`src/rtl/tcon_pkg.sv`:
```
package tcon_pkg;
  localparam int COLS   = 80;
  localparam int ROWS   = 25;
  localparam int CELLS  = COLS * ROWS;
  localparam int AW     = $clog2(CELLS);
  localparam int CW     = $clog2(COLS);
  localparam int RW     = $clog2(ROWS);
  localparam int CLRW   = 5;
  localparam int CHW    = 8;
  localparam int CELLW  = CHW + 2 * CLRW;
  localparam logic [CLRW-1:0] FG_RESET = CLRW'(7);

  localparam logic [31:0] OFS_CELL  = 32'd300;
  localparam logic [31:0] OFS_PTR   = 32'd301;
  localparam logic [31:0] OFS_COL   = 32'd302;
  localparam logic [31:0] OFS_ROW   = 32'd303;
  localparam logic [31:0] OFS_FG    = 32'd304;
  localparam logic [31:0] OFS_BG    = 32'd305;
  localparam logic [31:0] OFS_EMIT  = 32'd306;
  localparam logic [31:0] OFS_MODE  = 32'd307;
  localparam logic [31:0] OFS_CR    = 32'd308;
  localparam logic [31:0] OFS_PUSH  = 32'd309;

  typedef struct packed {
    logic [CLRW-1:0] bg;
    logic [CLRW-1:0] fg;
    logic [CHW-1:0]  ch;
  } cell_t;

  typedef struct packed {
    logic cell_wr;
    logic ptr_set;
    logic col_set;
    logic row_set;
    logic fg_set;
    logic bg_set;
    logic emit;
    logic mode_set;
    logic cr;
    logic push;
  } hit_t;

  function automatic logic [CW-1:0] col_inc(input logic [CW-1:0] c);
    return (c == CW'(COLS - 1)) ? '0 : c + 1'b1;
  endfunction

  function automatic logic [RW-1:0] row_inc(input logic [RW-1:0] r);
    return (r == RW'(ROWS - 1)) ? '0 : r + 1'b1;
  endfunction

  function automatic logic [AW-1:0] ptr_inc(input logic [AW-1:0] a);
    return (a == AW'(CELLS - 1)) ? '0 : a + 1'b1;
  endfunction

  function automatic logic [CW-1:0] col_load(input logic [31:0] d);
    return (d > 32'(COLS - 1)) ? '0 : d[CW-1:0];
  endfunction

  function automatic logic [RW-1:0] row_load(input logic [31:0] d);
    return (d > 32'(ROWS - 1)) ? '0 : d[RW-1:0];
  endfunction

  function automatic logic [AW-1:0] ptr_load(input logic [31:0] d);
    return (d > 32'(CELLS - 1)) ? '0 : d[AW-1:0];
  endfunction

  function automatic logic [AW-1:0] pos_addr(input logic [RW-1:0] r,
                                             input logic [CW-1:0] c);
    return AW'(int'(r) * COLS + int'(c));
  endfunction
endpackage

```
`src/rtl/tcon_decode.sv`:
```
module tcon_decode
  import tcon_pkg::*;
(
  input  logic [31:0] bus_addr,
  input  logic        bus_wr,
  input  logic        mode_raw,
  output hit_t        hit
);
  always_comb begin
    hit          = '0;
    hit.col_set  = bus_wr && (bus_addr == OFS_COL);
    hit.row_set  = bus_wr && (bus_addr == OFS_ROW);
    hit.fg_set   = bus_wr && (bus_addr == OFS_FG);
    hit.bg_set   = bus_wr && (bus_addr == OFS_BG);
    hit.mode_set = bus_wr && (bus_addr == OFS_MODE);
    hit.cr       = bus_wr && (bus_addr == OFS_CR);
    hit.emit     = bus_wr && !mode_raw && (bus_addr == OFS_EMIT);
    hit.cell_wr  = bus_wr &&  mode_raw && (bus_addr == OFS_CELL);
    hit.ptr_set  = bus_wr &&  mode_raw && (bus_addr == OFS_PTR);
    hit.push     = bus_wr &&  mode_raw && (bus_addr == OFS_PUSH);
  end
endmodule

```
`src/rtl/tcon_carriage.sv`:
```
module tcon_carriage
  import tcon_pkg::*;
(
  input  logic            clk,
  input  logic            rst_n,
  input  hit_t            hit,
  input  logic [31:0]     wdata,
  output logic [CW-1:0]   col,
  output logic [RW-1:0]   row,
  output logic [CLRW-1:0] fg,
  output logic [CLRW-1:0] bg
);
  always_ff @(posedge clk) begin
    if (!rst_n) begin
      col <= '0;
      row <= '0;
      fg  <= FG_RESET;
      bg  <= '0;
    end else begin
      if (hit.col_set) col <= col_load(wdata);
      if (hit.row_set) row <= row_load(wdata);
      if (hit.fg_set)  fg  <= wdata[CLRW-1:0];
      if (hit.bg_set)  bg  <= wdata[CLRW-1:0];
      if (hit.emit) begin
        col <= col_inc(col);
        if (col == CW'(COLS - 1)) row <= row_inc(row);
      end
      if (hit.cr) begin
        col <= '0;
        row <= row_inc(row);
      end
    end
  end
endmodule

```
`src/rtl/tcon_rawptr.sv`:
```
module tcon_rawptr
  import tcon_pkg::*;
(
  input  logic          clk,
  input  logic          rst_n,
  input  hit_t          hit,
  input  logic [31:0]   wdata,
  output logic          mode_raw,
  output logic [AW-1:0] ptr
);
  always_ff @(posedge clk) begin
    if (!rst_n) begin
      mode_raw <= 1'b0;
      ptr      <= '0;
    end else begin
      if (hit.mode_set) mode_raw <= wdata[0];
      if (hit.ptr_set)  ptr      <= ptr_load(wdata);
      if (hit.push)     ptr      <= ptr_inc(ptr);
    end
  end
endmodule

```
`src/rtl/tcon_cmd_top.sv`:
```
module tcon_cmd_top
  import tcon_pkg::*;
(
  input  logic              clk,
  input  logic              rst_n,
  input  logic [31:0]       bus_addr,
  input  logic [31:0]       bus_wdata,
  input  logic              bus_wr,
  output logic [31:0]       bus_rdata,
  output logic              scr_we,
  output logic [AW-1:0]     scr_waddr,
  output logic [CELLW-1:0]  scr_wdata,
  output logic [AW-1:0]     scr_raddr,
  input  logic [CELLW-1:0]  scr_rdata
);
  hit_t            hit;
  logic            mode_raw;
  logic [AW-1:0]   raw_ptr;
  logic [CW-1:0]   car_col;
  logic [RW-1:0]   car_row;
  logic [CLRW-1:0] cur_fg;
  logic [CLRW-1:0] cur_bg;
  logic            emit_go;
  logic            raw_go;
  logic            push_go;
  cell_t           packed_cell;

  tcon_decode u_dec (
    .bus_addr (bus_addr),
    .bus_wr   (bus_wr),
    .mode_raw (mode_raw),
    .hit      (hit)
  );

  tcon_carriage u_car (
    .clk   (clk),
    .rst_n (rst_n),
    .hit   (hit),
    .wdata (bus_wdata),
    .col   (car_col),
    .row   (car_row),
    .fg    (cur_fg),
    .bg    (cur_bg)
  );

  tcon_rawptr u_ptr (
    .clk      (clk),
    .rst_n    (rst_n),
    .hit      (hit),
    .wdata    (bus_wdata),
    .mode_raw (mode_raw),
    .ptr      (raw_ptr)
  );

  assign emit_go = hit.emit;
  assign raw_go  = hit.cell_wr;
  assign push_go = hit.push;

  always_comb begin
    packed_cell.bg = cur_bg;
    packed_cell.fg = cur_fg;
    packed_cell.ch = bus_wdata[CHW-1:0];
  end

  always_ff @(posedge clk) begin
    if (!rst_n) begin
      scr_we    <= 1'b0;
      scr_waddr <= '0;
      scr_wdata <= '0;
    end else begin
      scr_we <= emit_go | raw_go | push_go;
      if (emit_go) begin
        scr_waddr <= pos_addr(car_row, car_col);
        scr_wdata <= packed_cell;
      end else if (raw_go | push_go) begin
        scr_waddr <= raw_ptr;
        scr_wdata <= bus_wdata[CELLW-1:0];
      end
    end
  end

  assign scr_raddr = raw_ptr;

  always_comb begin
    case (bus_addr)
      OFS_CELL: bus_rdata = 32'(scr_rdata);
      OFS_PTR:  bus_rdata = 32'(raw_ptr);
      OFS_COL:  bus_rdata = 32'(car_col);
      OFS_ROW:  bus_rdata = 32'(car_row);
      OFS_FG:   bus_rdata = 32'(cur_fg);
      OFS_BG:   bus_rdata = 32'(cur_bg);
      OFS_MODE: bus_rdata = 32'(mode_raw);
      default:  bus_rdata = '0;
    endcase
  end
endmodule

```
`config.mk`:
```
export PLATFORM = sky130hd
export DESIGN_NAME = tcon_cmd_top
export DESIGN_NICKNAME = d
export VERILOG_FILES = /design/src/rtl/tcon_pkg.sv /design/src/rtl/tcon_decode.sv /design/src/rtl/tcon_carriage.sv /design/src/rtl/tcon_rawptr.sv /design/src/rtl/tcon_cmd_top.sv
export SDC_FILE = /design/constraint.sdc
export NUM_CORES = 1
export LEC_CHECK = 0
export BUFFER_PORTS_ARGS = -buffer_cell sky130_fd_sc_hd__buf_4
export CAP_MARGIN = 15
export CELL_PAD_IN_SITES_DETAIL_PLACEMENT = 1
export CELL_PAD_IN_SITES_GLOBAL_PLACEMENT = 1
export CORE_MARGIN = 4
export CORE_UTILIZATION = 39
export DETAILED_ROUTE_END_ITERATION = 7
export GPL_TIMING_DRIVEN = 0
export PLACE_DENSITY = 0.88
export SLEW_MARGIN = 30
export SYNTH_ARGS = -nofsm -noshare
export SYNTH_HDL_FRONTEND = slang
export SYNTH_SLANG_ARGS = --single-unit
```
`constraint.sdc`:
```
create_clock -name clk -period 7.6 [get_ports clk]
set_clock_uncertainty 0.15 [all_clocks]
set_input_delay 0.76 -clock clk [delete_from_list [all_inputs] [get_ports clk]]
set_output_delay 0.76 -clock clk [all_outputs]
set_load 0.01 [all_outputs]
```
[Word level (Yosys, flattened, before mapping)]
Index checks and enable logic that the tools add are counted.
W data, S select, Z words.
Operators by class
  reduce and logical (&&, ||, !) cells: 17
  $lt $le $gt $ge: 3
  add/sub/neg operators: 4
  equality and inequality tests: 13
  bitwise operators: 4
  multiplexer cells: 19
  $mul: 1
Operators with widths (count)
  $eq A32 B9 Y1 const B: 10
  $pmux W18 S7: 1
  $mux W11: 6
  $mux W18: 2
  $gt A32 B11 Y1 const B: 1
  $gt A32 B5 Y1 const B: 1
  $gt A32 B7 Y1 const B: 1
  $mux W5: 6
  $mux W7: 4
  $logic_and A1 B1 Y1: 12
  $add A11 B1 Y11 const B: 1
  $add A11 B7 Y11: 1
  $eq A11 B11 Y1 const B: 1
  $add A7 B1 Y7 const B: 1
  $eq A7 B7 Y1 const B: 1
  $mul A5 B3 Y7 const B: 1
  $reduce_bool A2 Y1: 3
  $add A5 B1 Y5 const B: 1
  $eq A5 B5 Y1 const B: 1
  $or A1 B1 Y1: 3
  $reduce_or A2 Y1: 1
  $logic_not A1 Y1: 1
  $not A1 Y1: 1
Word-level totals
  output and inout port bits: 73
  input bits: 85
  register bits after elaboration: 64

[Depth between registers and ports, before layout]
Gate-level depths: netlist (run 1).
  depth after elaboration: 6
  gate-level depth with buffers: 8
  mapped depth without buffers: 8

[Cells and area by module]
A second synthesis (run 1) with hierarchy kept.
Unflattened totals
  cell total of the unflattened synthesis: 544
  area total of the unflattened synthesis: 4614.4 um^2
By module, submodules not included
  tcon_cmd_top: sequential area each 600.6 um^2, cells an instance 235, area an instance 2097.0 um^2, instances 1
  tcon_carriage: sequential area each 440.4 um^2, cells an instance 159, area an instance 1316.3 um^2, instances 1
  tcon_rawptr: sequential area each 240.2 um^2, cells an instance 117, area an instance 918.4 um^2, instances 1
  tcon_decode: sequential area each 0.0 um^2, cells an instance 33, area an instance 282.8 um^2, instances 1

[Least setup slack after synthesis (run 1)]
OpenSTA, ideal clock, no wires.
  kind: in2out
  from: input port bus_addr[7]
  to: output port bus_rdata[1]
  stages: 7
  data required time: 6.690 ns
  data arrival time: 2.632 ns
  slack: 4.058 ns
  path through: or3b_2 > buf_2 > or3_1 > nor4_1 > clkbuf_1 > a22oi_1 > o21ai_0
Between the ends
  cells in the longest elaborated chain, start to end: 2
Ends and longest elaborated chain
  start: declaration: line tcon_cmd_top.sv:6  | input logic [31:0] bus_addr,
  $eq A32 B9 Y1: line tcon_cmd_top.sv:85  | case (bus_addr)
  $pmux W18 S7 (*): line tcon_cmd_top.sv:85
  end: declaration: line tcon_cmd_top.sv:9  | output logic [31:0] bus_rdata,
Mark *: on every way between the ends. The rest lies on a longest branch, timed or not.

[Worst setup path in the final report (run 1)]
  from: input port bus_addr[31]
  to: output port bus_rdata[4]
Same word-level chain as after synthesis.

==> flow_metrics.py, run 1 <==
metrics = {
    "global_routing": {
        "grt_max_degree": 13,
        "track_usage_pct": 31.78,
        "grtUsageMet1_pct": 39.80,
        "grt_pass1_vias": 5819,
        "grt.busiest_layer": "met2",
        "gr-usage-met3_pct": 6.062,
        "grt_pass1_wl_um": 32730,
        "use_met2_pct": 52.56,
        "grt_overflow": 0,
        "antenna_found_initial": 0,
    },
    "clock_tree": {
        "clk_pin_slew_ns": 0.06,
        "hold_buffers": 0,
        "clock_tree.root_cell": "clkbuf_16",
        "cts_tree": "yes",
        "insertion_delay_ns": 0.35,
        "cts-resized-gates": 0,
        "cts_buffers": 9,
        "ctsLongestPathBuffers": 2,
        "htree_levels": 3,
        "cts_sinks": 64,
        "post-cts-setup-buffers": 0,
    },
    "yosys": {
        "ys_top_cells_by_area": "dfxtp_1 (28%), o21ai_0 (6.7%), nand2_1 (5.6%), a31oi_1 (4.5%), mux2i_1 (3.7%)",
        "synth_top_area_share_pct": 27.91,
        "synthArstFlopShare_pct": 0,
        "synth_commonest_cells": "nand2_1 (68), dfxtp_1 (64), o21ai_0 (61)",
        "synth_flop_cell": "dfxtp_1",
        "syn_inst": 608,
        "yosysMostFrequentCell": "nand2_1",
        "ys.warnings.count": 0,
        "ys_seq_area_share_pct": 27.91,
        "synth.avg_cell_area_sq_um": 7.550,
        "syn-cell-area_sq_um": 4591,
        "synth_top_area_cell": "dfxtp_1",
        "ys_ff_latch": 64,
        "synth_cell_types": 60,
        "synth_edf_count": 0,
    },
    "timing": {
        "holdWs_ns": 0.3279,
        "setup_viol": 0,
        "timing.final.crit_share_pct": 57.58,
        "drv_slew": 0,
        "rsz0062_at_grt": "false",
        "hold_viol_final": 0,
        "clock.fmax_mhz": 228.5,
        "period_minus_slack_ns": 4.376,
        "slew_headroom_pct": 34.96,
        "tns_ns": 0,
        "worstMarginPinSlew_ns": 0.9675,
    },
    "routing": {
        "dr_total_vias": 5812,
        "avgRoutedWirePerCell_um": 23.89,
        "totalWireLength_um": 22030,
        "drc_errors": 0,
        "drtIter0Drc": 454,
        "drtPass1Iterations": 5,
        "antenna_left": 0,
        "via_per_inst": 6.304,
    },
    "worst_setup_path": {
        "r2r-end": "scr_wdata[17]",
        "ff2ff_path_depth": 8,
        "start_kind": "input pin",
        "worstSetupPathType": "input pin to output port",
        "cp.required_ns": 6.69,
        "r2r_slack_ns": 4.66,
        "endpoint_kind": "output port",
        "critPathMaxFanout": 10,
        "r2r-start": "u_ptr.mode_raw",
        "crit_end": "bus_rdata[4]",
        "arrival_ns": 3.47,
        "crit_path_start": "bus_addr[31]",
    },
    "power": {
        "power.leakage_nw": 2.484,
        "p_per_area_nw_per_um2": 146.9,
        "ir_drop_uv": 125.1,
    },
    "worst_hold_path": {
        "hold_class": "flop to flop",
    },
    "placement": {
        "placed_cells": 906,
        "port_buffers": 142,
        "dp_hpwl_um": 16580,
        "place.gp.congestion": 0.9687,
    },
    "layout": {
        "nNetsFinal": 874,
        "fill_cells": 1497,
        "antenna-diode-count": 0,
        "stdcell_count": 922,
        "area_growth_syn_to_layout_pct": 36.69,
        "drive_above_1_share_pct": 25.67,
    },
    "run": {
        "maxCapViolations": 0,
    },
    "floorplan": {
        "dieArea_sq_um": 13570,
        "io_pins": 158,
        "start_util_pct": 40.03,
        "rows": 39,
        "die_y_um": 116.5,
        "fp.coreArea_sq_um": 11470,
        "die_w_um": 116.5,
    },
    "outcome": {
        "status": "finished clean",
    },
}
==> worst max-delay path, cell delays in order <==
cell and delay (ns):
buf_4 0.11, nor4b_1 0.37, nand4_1 0.18, clkbuf_1 0.33, clkbuf_1 0.41, nor4_1 0.47, clkbuf_1 0.39, a22oi_1 0.11
o21ai_0 0.15, buf_4 0.17
==> final cells by class <==
class                      instances  area (sq um)  share of cell area, %
tap                              143         178.9                  2.851
clock inverter                     7         120.1                  1.914
sequential                        64          1281                  20.42
inverter                          16         60.06                 0.9571
buffer                            56         280.3                  4.467
clock buffer                       9         225.2                  3.589
timing repair buffer             142          1066                  16.99
multi-input combinational        485          3063                  48.81
==> cell families (layout without fill, tap and decap cells) <==
family                     Yosys count  count (layout)  share of synthesized area [%]
xor gates and xnor gates            13              13                          2.807
adders and majority gates           15              15                          4.415
other                                1              14                        0.08169
buffers and inverters               72             230                          7.414
and+or+nand+nor                    253             253                          30.09
DFF                                 64              64                          27.91
muxes                               17              17                          3.707
AOI/OAI and AO/OA                  173             173                          23.58
==> report_power, final <==
group          leakage (nW)       switching (W)   total, W  internal (W)
registers             0.515  0.0000000000000740   0.000335      0.000335
logic                  1.80           0.0000517  0.0000949     0.0000432
clock network         0.166            0.000171   0.000492      0.000321
==> stage by stage <==
| stage | area [sq um] | power [W] | utilization [%] | setup WS, ns |
|---|---|---|---|---|
| after global placement | 5884 | 0.0004300 | 51.31 | 3.232 |
| final | 6275 | 0.0009219 | 54.72 | 3.224 |
| after floorplan | 4639 | 0.0003774 | - | 4.058 |
| after global routing | 6275 | 0.0009425 | 54.72 | 3.030 |
| after detailed placement | 5906 | 0.0004325 | 51.50 | 3.319 |
| after CTS | 6251 | 0.0009157 | 54.51 | 3.303 |
==> worst min path at each step <==
stage	from	to	slack, ns	depth (start not counted)
2_1_floorplan	u_car.bg[1]	u_car.bg[1]	0.30	2
3_3_place_gp	scr_wdata[0]	scr_wdata[0]	0.31	2
3_5_place_dp	scr_wdata[6]	scr_wdata[6]	0.32	2
4_1_cts	scr_waddr[3]	scr_waddr[3]	0.33	2
5_1_grt	scr_wdata[7]	scr_wdata[7]	0.35	2
6_report	scr_wdata[2]	scr_wdata[2]	0.33	2
==> cells in the final DEF (no fill, tap or decap), drive strengths merged, types with 13 or more instances in the layout <==
| cell type | netlist | layout |
|---|---|---|
| a31oi | 33 | 33 |
| mux2i | 17 | 17 |
| nor3 | 15 | 15 |
| nand2 | 68 | 68 |
| conb | 1 | 14 |
| nor2 | 23 | 23 |
| ha | 13 | 13 |
| nand3 | 31 | 31 |
| buf | 25 | 167 |
| nor4 | 26 | 26 |
| o21ai | 61 | 61 |
| inv | 16 | 16 |
| a21oi | 23 | 23 |
| clkbuf | 31 | 40 |
| and2 | 13 | 13 |
| nand4 | 21 | 21 |
| dfxtp | 64 | 64 |
==> flip-flops by register name (all words and copies together), names as in the netlist, 5 cells and up <==
name       cells
scr_waddr     11
scr_wdata     18
u_car.bg       5
u_car.col      7
u_car.fg       5
u_car.row      5
u_ptr.ptr     11
==> per-layer routing <==
layer  up-vias  share of wire [%]
met4         0                4.3
met1      2822                 38
met2       315                 49
li1       2598                  -
met5         -                  0
met3        77                8.8
No activity file was read; power rests on OpenSTA's default activity.
==> run 2, diff against run 1 <==
--- a/config.mk
+++ b/config.mk
@@ -10,10 +10,10 @@
 export CELL_PAD_IN_SITES_DETAIL_PLACEMENT = 1
 export CELL_PAD_IN_SITES_GLOBAL_PLACEMENT = 1
 export CORE_MARGIN = 4
-export CORE_UTILIZATION = 39
+export CORE_UTILIZATION = 33
 export DETAILED_ROUTE_END_ITERATION = 7
 export GPL_TIMING_DRIVEN = 0
-export PLACE_DENSITY = 0.88
+export PLACE_DENSITY = 0.79
 export SLEW_MARGIN = 30
 export SYNTH_ARGS = -nofsm -noshare
 export SYNTH_HDL_FRONTEND = slang
==> constraint.sdc (replaced) <==
create_clock -name clk -period 3.75 [get_ports clk]
set_clock_uncertainty 0.15 [all_clocks]
set_input_delay 0.375 -clock clk [delete_from_list [all_inputs] [get_ports clk]]
set_output_delay 0.375 -clock clk [all_outputs]
set_load 0.01 [all_outputs]
==> run 2 against run 1 <==
Compared with the run above:
- non-clock buffer count grew 1
- largest power group unchanged
- via count shrank 1.7%
- critical path type unchanged
- largest cell class unchanged
- sequential power grew 100%
- sequential share of layout area shrank 0.20 points
- highest routed layer unchanged
==> flow_metrics.py, run 2 (synthesized netlist as in run 1, its figures left out) <==
metrics = {
    "outcome": {
        "status": "finished clean",
    },
    "routing": {
        "avgRoutedWirePerCell_um": 23.35,
        "drc_errors": 0,
        "via_per_inst": 5.975,
        "totalWireLength_um": 22330,
        "wl_met1_um": 9436,
        "routed.top_layer": "met4",
        "drtIter0Drc": 411,
        "drtPass1Iterations": 5,
        "wl_met3_um": 1508,
        "dr_total_vias": 5712,
        "dr_wl_met2_um": 10650,
        "antenna_left": 0,
    },
    "global_routing": {
        "grt_max_degree": 13,
        "track_usage_pct": 27.70,
        "grt_overflow": 0,
        "grt_pass1_wl_um": 34600,
        "grt_pass1_vias": 6021,
        "antenna_found_initial": 0,
    },
    "worst_setup_path": {
        "start_kind": "input pin",
        "cp.required_ns": 3.22,
        "cp_slowest_cell": "clkbuf_1",
        "r2r_slack_ns": 0.77,
        "path_cells": "buf_4, nor4_1, nand2_1, clkbuf_1, clkbuf_1, nor4_2, clkbuf_2, a22oi_1, o21ai_0, buf_4",
        "max_stage_delay_ns": 0.43,
        "r2r-start": "u_ptr.mode_raw",
        "ff2ff_path_depth": 8,
        "worstSetupPathType": "input pin to output port",
        "arrival_ns": 2.99,
        "endpoint_kind": "output port",
        "critPathMaxFanout": 10,
        "r2r-end": "scr_wdata[17]",
    },
    "clock_tree": {
        "ctsLongestPathBuffers": 2,
        "cts_buffers": 9,
        "insertion_delay_ns": 0.34,
        "cts_tree": "yes",
        "htree_levels": 3,
        "clk_pin_slew_ns": 0.06,
        "cts_sinks": 64,
        "clock_tree.root_cell": "clkbuf_16",
    },
    "timing": {
        "worstMarginPinSlew_ns": 0.9535,
        "slew_headroom_pct": 35.85,
        "timing.final.crit_share_pct": 93.77,
        "worst_slack_ns": 0.2335,
        "drv_slew": 0,
        "clock.fmax_mhz": 284.4,
        "tns_ns": 0,
        "rsz0062_at_grt": "false",
        "period_minus_slack_ns": 3.516,
        "setup_viol": 0,
        "hold_viol_final": 0,
    },
    "placement": {
        "dp_hpwl_um": 17330,
        "placed_cells": 940,
        "port_buffers": 142,
        "place.gp.congestion": 0.9407,
        "place_ws_ns": 0.04636,
    },
    "layout": {
        "stdcell_count": 956,
        "nNetsFinal": 875,
        "final_common_cell": "buf_4",
        "final_cell_mix": "buf_4 (157), nand2_1 (68), dfxtp_1 (64)",
        "area_growth_syn_to_layout_pct": 38.02,
        "largest_reg_flops": 18,
        "drive_above_1_share_pct": 26.03,
        "antenna-diode-count": 0,
        "reg.largest.list": "scr_wdata x18, scr_waddr x11, u_ptr.ptr x11",
        "top_register": "scr_wdata",
    },
    "power": {
        "power.leakage_nw": 2.502,
        "p_per_area_nw_per_um2": 298.5,
        "ir_drop_uv": 196.2,
        "power_frac_comb_pct": 10.0,
        "pwr-share-clk_pct": 54.0,
        "intPower_w": 0.001439,
        "p_switching_w": 0.0004527,
        "power_frac_seq_pct": 35.9,
        "netSwitchingFraction_pct": 23.94,
    },
    "worst_hold_path": {
        "min_to": "scr_wdata[14]",
        "hold_path_depth": 3,
        "holdCritStartpoint": "bus_wdata[14]",
        "hold_class": "input pin to flop",
    },
    "floorplan": {
        "io_pins": 158,
        "start_util_pct": 34.12,
        "fp.coreArea_sq_um": 13450,
        "rows": 42,
        "die_w_um": 125.9,
        "dieArea_sq_um": 15860,
        "die_y_um": 125.9,
    },
    "run": {
        "maxCapViolations": 0,
    },
}
[run 2: cell count changes in the layout (fill, tap and decap cells not counted), sizes merged]
cell / before / now
clkbuf: 40 / 41
buf: 167 / 168
clkinvlp: 1 / 0
[run 2: cell type report]
type / count / area (sq um)
Fill cell: 1729 / 7117
Sequential cell: 64 / 1281
Tap cell: 176 / 220.2
Timing Repair Buffer: 143 / 1074
Multi-Input combinational cell: 485 / 3063
Inverter: 16 / 60.06
Clock buffer: 10 / 239.0
Buffer: 56 / 282.8
Clock inverter: 6 / 116.4
[run 2: power groups by stage]
| stage | registers, W | logic (W) | clock network [W] |
|---|---|---|---|
| 2_1_floorplan | 0.000695 | 0.0000700 | 0 |
| 3_3_place_gp | 0.000695 | 0.000178 | 0 |
| 3_5_place_dp | 0.000695 | 0.000183 | 0 |
| 4_1_cts | 0.000680 | 0.000184 | 0.00103 |
| 5_1_grt | 0.000679 | 0.000202 | 0.00105 |
| 6_report | 0.000680 | 0.000190 | 0.00102 |
[run 2: worst max path at each step]
stage	from	to	slack, ns	cells past startpoint
after global routing	bus_addr[16]	bus_rdata[2]	0.03	10
after detailed placement	bus_addr[13]	bus_rdata[2]	0.05	10
final	bus_addr[16]	bus_rdata[2]	0.23	10
after floorplan	bus_addr[7]	bus_rdata[1]	0.98	7
after CTS	bus_addr[13]	bus_rdata[2]	0.07	10
after global placement	bus_addr[31]	bus_rdata[1]	0.08	8
[run 2: layer usage]
| layer | global-route usage [%] | up-vias |
|---|---|---|
| li1 | - | 2591 |
| met2 | 45.73 | 243 |
| met4 | 11.17 | 0 |
| met5 | 0 | - |
| met1 | 36.54 | 2823 |
| met3 | 3.768 | 55 |
[run 2: repair_timing]
item | in CTS | in global routing
setup endpoints to repair | 0 | 5
buffers inserted | 0 | 0
hold buffers | 0 | 0
resized for setup | 0 | 5
[run 2: critical path: cells and delay by family]
| kind | cells | cell delay [ns] |
|---|---|---|
| and+or+nand+nor | 3 | 0.95 |
| buffers and inverters | 5 | 1.34 |
| AOI/OAI and AO/OA | 2 | 0.32 |
[run 2: through the flow]
| stage | hold slack [ns] | total power (W) | utilization, % | cell area [sq um] |
|---|---|---|---|---|
| floorplan | 0.2956 | 0.0007648 | - | 4639 |
| global placement | 0.3067 | 0.0008726 | 44.05 | 5926 |
| detailed placement | 0.3168 | 0.0008781 | 44.30 | 5959 |
| CTS | 0.1532 | 0.001891 | 46.94 | 6315 |
| global route | 0.1723 | 0.001936 | 47.10 | 6336 |
| finish | 0.1583 | 0.001891 | 47.10 | 6336 |
